--- src/rtl/corr_bank_pkg.sv ---
package corr_bank_pkg;

   localparam int CAR_IDX_W = 5;
   localparam int LUT_W     = 4;

   // quarter-wave replica: quadrant from the two top index bits
   function automatic logic signed [LUT_W-1:0] wave_lut(input logic [CAR_IDX_W-1:0] idx);
      logic [2:0]             off;
      logic signed [LUT_W-1:0] mag;
      off = idx[3] ? ~idx[2:0] : idx[2:0];
      case (off)
         3'd0:    mag = 4'sd1;
         3'd1:    mag = 4'sd2;
         3'd2:    mag = 4'sd4;
         3'd3:    mag = 4'sd5;
         3'd4:    mag = 4'sd6;
         default: mag = 4'sd7;
      endcase
      return idx[4] ? -mag : mag;
   endfunction

endpackage

--- src/rtl/corr_carrier.sv ---
module corr_carrier #(
   parameter int PH_W  = 32,
   parameter int IDX_W = 5,
   parameter int CNT_W = 32
) (
   input  logic             clk,
   input  logic             rst_n,
   input  logic             step,
   input  logic             load,
   input  logic [PH_W-1:0]  load_fcw,
   input  logic [PH_W-1:0]  load_phase,
   output logic [IDX_W-1:0] idx,
   output logic [PH_W-1:0]  phase,
   output logic [CNT_W-1:0] cycles
);

   if (IDX_W > PH_W) begin : g_bad_idx
      $error("corr_carrier: index wider than phase");
   end

   logic [PH_W-1:0] fcw;
   logic [PH_W:0]   sum;

   assign sum = {1'b0, phase} + {1'b0, fcw};
   assign idx = phase[PH_W-1 -: IDX_W];

   always_ff @(posedge clk or negedge rst_n) begin
      if (!rst_n) begin
         fcw    <= '0;
         phase  <= '0;
         cycles <= '0;
      end else if (load) begin
         fcw   <= load_fcw;
         phase <= load_phase;
      end else if (step) begin
         phase <= sum[PH_W-1:0];
         if (sum[PH_W]) cycles <= cycles + 1'b1;
      end
   end

   // whole-cycle count only moves on a stepping, non-loading cycle
   assert_cycles_still_R3: assert property (@(posedge clk) disable iff (!rst_n)
      (!step || load) |=> $stable(cycles));

   assert_cycles_step_R3: assert property (@(posedge clk) disable iff (!rst_n)
      (step && !load) |=> (cycles == $past(cycles) || cycles == $past(cycles) + 1'b1));

endmodule

--- src/rtl/corr_tapline.sv ---
module corr_tapline #(
   parameter int NTAPS = 5,
   parameter int PH_W  = 32
) (
   input  logic             clk,
   input  logic             rst_n,
   input  logic             step,
   input  logic             load,
   input  logic [PH_W-1:0]  load_fcw,
   input  logic             chip,
   output logic [NTAPS-1:0] taps
);

   if (NTAPS < 1) begin : g_bad_taps
      $error("corr_tapline: need at least one tap");
   end

   logic [PH_W-1:0] fcw;
   logic [PH_W-1:0] phase;
   logic [PH_W:0]   sum;
   logic            tick;

   assign sum  = {1'b0, phase} + {1'b0, fcw};
   assign tick = step && !load && sum[PH_W];

   always_ff @(posedge clk or negedge rst_n) begin
      if (!rst_n) begin
         fcw   <= '0;
         phase <= '0;
      end else if (load) begin
         fcw   <= load_fcw;
         phase <= '0;
      end else if (step) begin
         phase <= sum[PH_W-1:0];
      end
   end

   if (NTAPS == 1) begin : g_single
      always_ff @(posedge clk or negedge rst_n) begin
         if (!rst_n)    taps <= '0;
         else if (tick) taps <= chip;
      end
   end else begin : g_shift
      always_ff @(posedge clk or negedge rst_n) begin
         if (!rst_n)    taps <= '0;
         else if (tick) taps <= {taps[NTAPS-2:0], chip};
      end
   end

   // the delay line holds unless a sample is taken
   assert_taps_hold_R4: assert property (@(posedge clk) disable iff (!rst_n)
      !step |=> $stable(taps));

endmodule

--- src/rtl/corr_tap_acc.sv ---
module corr_tap_acc #(
   parameter int ACC_W  = 32,
   parameter int PROD_W = 8
) (
   input  logic                     clk,
   input  logic                     rst_n,
   input  logic                     step,
   input  logic                     restart,
   input  logic                     chip,
   input  logic signed [PROD_W-1:0] prod_i,
   input  logic signed [PROD_W-1:0] prod_q,
   output logic signed [ACC_W-1:0]  acc_i,
   output logic signed [ACC_W-1:0]  acc_q
);

   if (ACC_W < PROD_W) begin : g_bad_acc
      $error("corr_tap_acc: accumulator narrower than product");
   end

   logic signed [ACC_W-1:0] ext_i, ext_q, term_i, term_q;

   assign ext_i  = ACC_W'(prod_i);
   assign ext_q  = ACC_W'(prod_q);
   assign term_i = chip ? -ext_i : ext_i;
   assign term_q = chip ? -ext_q : ext_q;

   always_ff @(posedge clk or negedge rst_n) begin
      if (!rst_n) begin
         acc_i <= '0;
         acc_q <= '0;
      end else if (step) begin
         acc_i <= restart ? term_i : acc_i + term_i;
         acc_q <= restart ? term_q : acc_q + term_q;
      end
   end

   // no sample, no change
   assert_acc_hold_R11: assert property (@(posedge clk) disable iff (!rst_n)
      !step |=> ($stable(acc_i) && $stable(acc_q)));

endmodule

--- src/rtl/corr_bank.sv ---
module corr_bank #(
   parameter int NTAPS         = 5,
   parameter int SMP_W         = 4,
   parameter int NCO_W         = 32,
   parameter int ACC_W         = 32,
   parameter int CNT_W         = 32,
   parameter int EPOCH_PERIODS = 1
) (
   input  logic                   clk,
   input  logic                   rst_n,
   input  logic                   cfg_load,
   input  logic [NCO_W-1:0]       cfg_car_fcw,
   input  logic [NCO_W-1:0]       cfg_car_phase,
   input  logic [NCO_W-1:0]       cfg_spc_fcw,
   input  logic                   smp_valid,
   input  logic [SMP_W-1:0]       smp_data,
   input  logic                   code_chip,
   input  logic                   code_epoch,
   output logic                   smp_ready,
   input  logic                   host_resume,
   output logic                   dump_valid,
   output logic [NTAPS*ACC_W-1:0] dump_i,
   output logic [NTAPS*ACC_W-1:0] dump_q,
   output logic [CNT_W-1:0]       car_cycles,
   output logic [NCO_W-1:0]       car_frac,
   output logic [CNT_W-1:0]       period_cnt,
   output logic [CNT_W-1:0]       epoch_cnt
);
   import corr_bank_pkg::*;

   localparam int IDX_W  = CAR_IDX_W;
   localparam int PROD_W = SMP_W + LUT_W;
   localparam int PER_W  = (EPOCH_PERIODS > 1) ? $clog2(EPOCH_PERIODS) : 1;
   localparam logic [PER_W-1:0] PER_LAST = PER_W'(EPOCH_PERIODS - 1);

   if (EPOCH_PERIODS < 1) begin : g_bad_epoch
      $error("corr_bank: EPOCH_PERIODS must be positive");
   end
   if (NCO_W < IDX_W) begin : g_bad_nco
      $error("corr_bank: oscillator narrower than table index");
   end

   logic                    stalled;
   logic                    accept;
   logic                    dump_now;
   logic [PER_W-1:0]        per_in;
   logic [IDX_W-1:0]        car_idx;
   logic signed [LUT_W-1:0] rep_sin, rep_cos;
   logic signed [PROD_W-1:0] smp_ext, sin_ext, cos_ext, prod_i, prod_q;
   logic [NTAPS-1:0]        taps;

   assign smp_ready = !stalled;
   assign accept    = smp_valid && !stalled;
   assign dump_now  = accept && code_epoch && (per_in == PER_LAST);

   corr_carrier #(.PH_W(NCO_W), .IDX_W(IDX_W), .CNT_W(CNT_W)) u_car (
      .clk(clk), .rst_n(rst_n), .step(accept), .load(cfg_load),
      .load_fcw(cfg_car_fcw), .load_phase(cfg_car_phase),
      .idx(car_idx), .phase(car_frac), .cycles(car_cycles));

   corr_tapline #(.NTAPS(NTAPS), .PH_W(NCO_W)) u_line (
      .clk(clk), .rst_n(rst_n), .step(accept), .load(cfg_load),
      .load_fcw(cfg_spc_fcw), .chip(code_chip), .taps(taps));

   assign rep_sin = wave_lut(car_idx);
   assign rep_cos = wave_lut(car_idx + IDX_W'(8));
   assign smp_ext = PROD_W'($signed(smp_data));
   assign sin_ext = PROD_W'(rep_sin);
   assign cos_ext = PROD_W'(rep_cos);
   assign prod_i  = smp_ext * sin_ext;
   assign prod_q  = smp_ext * cos_ext;

   for (genvar k = 0; k < NTAPS; k++) begin : g_tap
      logic signed [ACC_W-1:0] sum_i, sum_q, snap_i, snap_q;

      corr_tap_acc #(.ACC_W(ACC_W), .PROD_W(PROD_W)) u_acc (
         .clk(clk), .rst_n(rst_n), .step(accept), .restart(dump_now),
         .chip(taps[k]), .prod_i(prod_i), .prod_q(prod_q),
         .acc_i(sum_i), .acc_q(sum_q));

      always_ff @(posedge clk or negedge rst_n) begin
         if (!rst_n) begin
            snap_i <= '0;
            snap_q <= '0;
         end else if (dump_now) begin
            snap_i <= sum_i;
            snap_q <= sum_q;
         end
      end

      assign dump_i[k*ACC_W +: ACC_W] = snap_i;
      assign dump_q[k*ACC_W +: ACC_W] = snap_q;
   end

   always_ff @(posedge clk or negedge rst_n) begin
      if (!rst_n) begin
         stalled    <= 1'b0;
         dump_valid <= 1'b0;
         per_in     <= '0;
         period_cnt <= '0;
         epoch_cnt  <= '0;
      end else begin
         dump_valid <= dump_now;
         if (dump_now)         stalled <= 1'b1;
         else if (host_resume) stalled <= 1'b0;
         if (accept && code_epoch) begin
            period_cnt <= period_cnt + 1'b1;
            per_in     <= (per_in == PER_LAST) ? '0 : per_in + 1'b1;
         end
         if (dump_now) epoch_cnt <= epoch_cnt + 1'b1;
      end
   end

   // a dump is always accompanied by the stall
   assert_dump_stalls_R6: assert property (@(posedge clk) disable iff (!rst_n)
      dump_valid |-> !smp_ready);

   // stall persists until the host releases it
   assert_stall_holds_R6: assert property (@(posedge clk) disable iff (!rst_n)
      (!smp_ready && !host_resume) |=> !smp_ready);

   // dump indication lasts one cycle
   assert_dump_pulse_R5: assert property (@(posedge clk) disable iff (!rst_n)
      dump_valid |=> !dump_valid);

   // epoch count advances exactly with a dump
   assert_epoch_count_R8: assert property (@(posedge clk) disable iff (!rst_n)
      dump_valid |-> (epoch_cnt == $past(epoch_cnt) + 1'b1));

   // dump buses hold between dumps
   assert_dump_hold_R7: assert property (@(posedge clk) disable iff (!rst_n)
      !dump_valid |-> ($stable(dump_i) && $stable(dump_q)));

endmodule

--- config.mk ---
export PLATFORM = sky130hd
export DESIGN_NAME = corr_bank
export DESIGN_NICKNAME = d
export VERILOG_FILES = /design/src/rtl/corr_bank_pkg.sv /design/src/rtl/corr_carrier.sv /design/src/rtl/corr_tapline.sv /design/src/rtl/corr_tap_acc.sv /design/src/rtl/corr_bank.sv
export SDC_FILE = /design/constraint.sdc
export NUM_CORES = 2
export LEC_CHECK = 0
export BUFFER_PORTS_ARGS = -buffer_cell sky130_fd_sc_hd__buf_4
export CORE_ASPECT_RATIO = 0.9
export CORE_MARGIN = 2
export CORE_UTILIZATION = 35
export CTS_CLUSTER_DIAMETER = 30
export DETAILED_ROUTE_END_ITERATION = 6
export PLACE_DENSITY = 0.53
export SYNTH_ARGS = -nofsm -noshare
export SYNTH_HDL_FRONTEND = slang
export SYNTH_SLANG_ARGS = --single-unit
--- constraint.sdc ---
create_clock -name clk -period 17.5 [get_ports clk]
set_clock_uncertainty 0.2 [all_clocks]
set_input_delay 0.875 -clock clk [delete_from_list [all_inputs] [get_ports clk]]
set_output_delay 0.875 -clock clk [all_outputs]
set_load 0.03 [all_outputs]
==> flow_results.org <==
** Timing
- Summed over all failing endpoints, the final setup total negative slack is 0 ps.
- At the pin with the least slew margin, the transition time is 1100 ps.
- For this run, the top clock speed supported by timing is around 98 MHz.
- Final period demand of the worst path :: about 10000 ps
- Final hold violation count :: 0
- Worst slew slack as a fraction of its limit :: 0.260
- Setup violations remaining at the end of the flow were counted as 0.
- Share of the cycle needed by the critical path after routing :: 0.581
- The total count of max-transition violations in the final report came to 0.
- Unrepaired setup endpoints after global routing :: false

** Place
- The HPWL after detailed placement is between 100000 and 150000 um.
- Routability Congestion :: about 0.93
- Number of port buffers :: ~560
- Once placement completed, the tool counted placed cells totaling between 9k and 10k.

** Synth
- Post-synthesis sequential area ratio :: 0.382
- Counting flops and latches in the post-synthesis netlist gives 871.
- Average size of a mapped cell :: just over 8 um^2
- Most used standard cell by instance count after synthesis :: nand2_1
- Syn nets :: around 7.5k
- EDFF count, synth :: 0
- By area the synthesized netlist is led by dfrtp_1, nand2_1, ha_1.
- Synth area leader :: dfrtp_1
- For this run, the leading register cell type out of synthesis is dfrtp_1.
- After synthesis the cells add up to around 57000 um^2.
- Number of distinct library cell variants in the gate-level netlist after synthesis :: between 90 and 100
- Synth warn :: 0
- Synthesis produced a netlist whose cell count is 6893.
- Synth top area share :: 0.382
- Most common library cells after synthesis :: nand2_1, dfrtp_1, a21oi_1
- Fraction of synthesis flops using an asynchronous set or reset pin :: 1.00

** Route
- Routed wire length :: between 200000 and 250000 um
- In the routed design, unresolved DRC markers number 0.
- In the final routed layout, each cell accounts on average for 21.2 um.
- The first TritonRoute pass finished after 6 iterations.
- The detail route stage leaves a number of antenna-violating nets equal to 0.
- Count of vias placed by the detailed router :: around 52k
- After the first detailed-routing iteration, the DRC count stood at 3957.
- DR vias/cell :: roughly 5.3

** Clocking
- TritonCTS built the clock tree.
- The longest clock path from root to sink contains 3 buffers.
- CTS buffer count :: between 200 and 250
- CTS clock-pin slew for the worst setup and hold paths :: about 50 ps
- H-tree depth reported by CTS :: 4
- Number of sinks driven by the clock tree :: about 870
- Gates resized during post-CTS repair numbered 0.
- The number of setup buffers added after CTS is 0.
- The tree is rooted in a clkbuf_16.
- Skew-Pair Late Insertion Delay :: approximately 840 ps
- After clock tree synthesis, the flow added hold-fix buffers numbering 4.

** Global routing
- Entering global routing, the biggest net connects just under 200 pins.
- Total Routing Usage GR :: 0.243
- Overflow left after global routing :: 0
- The via count of the first global-routing pass was roughly 50k.
- Antenna violations before repair :: 9
- The first global-routing pass estimated between 300000 and 400000 um of wire.

** Critical path
- Along the worst path, the maximum fanout reaches 17.
- Data arrives at the worst endpoint at about 11000 ps.
- STA classifies the critical path startpoint as a flip-flop.
- In this design, the stage delay of the slowest critical-path cell is 760 ps.
- The startpoint identified for the worst register-to-register timing path is u_car.phase[29].
- Critical path startpoint :: u_car.phase[29]
- Setup crit end kind :: flip-flop
- Last element of the critical path :: g_tap[2].u_acc.acc_i[31]
- Flop2flop setup slack :: between 7000 and 8000 ps
- For the worst setup path, the data required time is roughly 18000 ps.
- Counting cells, the worst reg-to-reg path comes to 31.
- By startpoint and endpoint, the worst setup path is classified as reg -> reg.
- The largest individual stage delay along the critical path comes from the cell ha_1.
- Capture point of the worst reg-to-reg path :: g_tap[2].u_acc.acc_i[31]

** Status
- The run finished with clean final reports.

** Floorplanning
- After floorplanning, the core was sized to cover ~160000 um^2.
- Width of the die :: about 430 um
- The die is approximately 390 um tall.
- Number of top-level design ports :: around 560
- The die covers ~170000 um^2.
- Number of standard-cell rows in the floorplan :: 140
- For this configuration, the core starts out at a cell density of 0.353.

** Cells and area
- Final Instance Count excl. Fillers :: about 9.8k
- In the final design database the tool counted ~8.0k nets.
- Layout cell share with drive strength beyond 1 :: 0.152
- Area growth, synth to finish :: 26.1%

** Hold path
- Path class of the lowest-slack min-delay path :: in -> reg

** Job
- Count of max-cap constraint violations :: 0
## critical path, delay by kind of cell (launching register included)
| family | cells | cell delay [ps] |
|---|---|---|
| adders and majority gates | 8 | 3560 |
| AOI/OAI and AO/OA | 10 | 2790 |
| and+or+nand+nor | 6 | 1310 |
| xor gates and xnor gates | 3 | 1120 |
| DFF | 1 | 660 |
| buffers and inverters | 3 | 220 |
| muxes | 1 | 200 |
## worst min path at each step
stage	start	endpoint	cells after the start
2_1_floorplan	g_tap[4].u_acc.acc_i[23]	g_tap[4].snap_i[23]	2
3_3_place_gp	epoch_cnt[31]	epoch_cnt[31]	1
3_5_place_dp	g_tap[3].snap_q[3]	g_tap[3].snap_q[3]	2
4_1_cts	cfg_car_phase[3]	u_car.phase[3]	3
5_1_grt	cfg_car_phase[23]	u_car.phase[23]	3
6_report	cfg_car_phase[20]	u_car.phase[20]	3
## registers in the layout, summed over array words and instances (netlist names)
signal	count
g_tap.snap_i	160
g_tap.snap_q	160
g_tap.u_acc.acc_i	160
g_tap.u_acc.acc_q	160
epoch_cnt	32
period_cnt	32
u_car.cycles	32
u_car.fcw	32
u_car.phase	32
u_line.fcw	32
u_line.phase	32
u_line.taps	5
dump_valid	1
stalled	1
## layout by cell type, fill, tap and decap left out, types with 57 or more instances in the layout
master        n
nand2_1    1798
dfrtp_1     870
buf_4       596
a21oi_1     550
o21ai_0     537
ha_1        418
nor2_1      402
xnor2_1     282
clkbuf_16   242
a21o_1      189
xor2_1      165
inv_1       128
nand3_1     119
nor3_1       75
o21a_1       70
mux2_2       69
a31oi_1      59
nand2b_1     57
## metrics by stage
step           hold WS [ps]  area (um^2)  utilization  worst slack (ps)
3_5_place_dp            264        63200        0.390              7580
2_1_floorplan           262        57100            -              8910
3_3_place_gp            260        63200        0.390              7770
5_1_grt                15.4        72100        0.445              6660
6_report               57.4        72100        0.445              7330
4_1_cts                1.31        72000        0.445              7520
## cell families (layout without fill, tap and decap cells)
logic type | after synthesis | in the layout | synth area share
muxes | 124 | 124 | 0.0232
xor gates and xnor gates | 449 | 449 | 0.0691
and+or+nand+nor | 2754 | 2754 | 0.204
buffers and inverters | 459 | 1198 | 0.0307
AOI/OAI and AO/OA | 1786 | 1786 | 0.189
DFF | 871 | 871 | 0.382
other | 0 | 8 | 0
adders and majority gates | 450 | 450 | 0.103
## per-layer routing
metal  routed length, um  global-route usage  vias up  share of wire
li1                    -                   -    25100              -
met1               93500               0.329    25300           0.45
met4                7390              0.0918        6          0.036
met3               11400              0.0442      321          0.055
met5                  41                   0        -        0.00020
met2               95000               0.383     1396           0.46
## area by class of cell
cell class | count | area (um^2)
diodes | 8 | 20.0
clock inverters | 128 | 1930
multi-input cells | 5563 | 33600
well taps | 2130 | 2670
clock buffers | 328 | 6880
repair buffers | 607 | 4640
inverters | 135 | 518
flip-flops and latches | 871 | 21800
fillers | 15900 | 90000
Power is left out: the tool's default activity adds up to more than one toggle a clock period on the data nets, which glitch-free logic cannot reach.
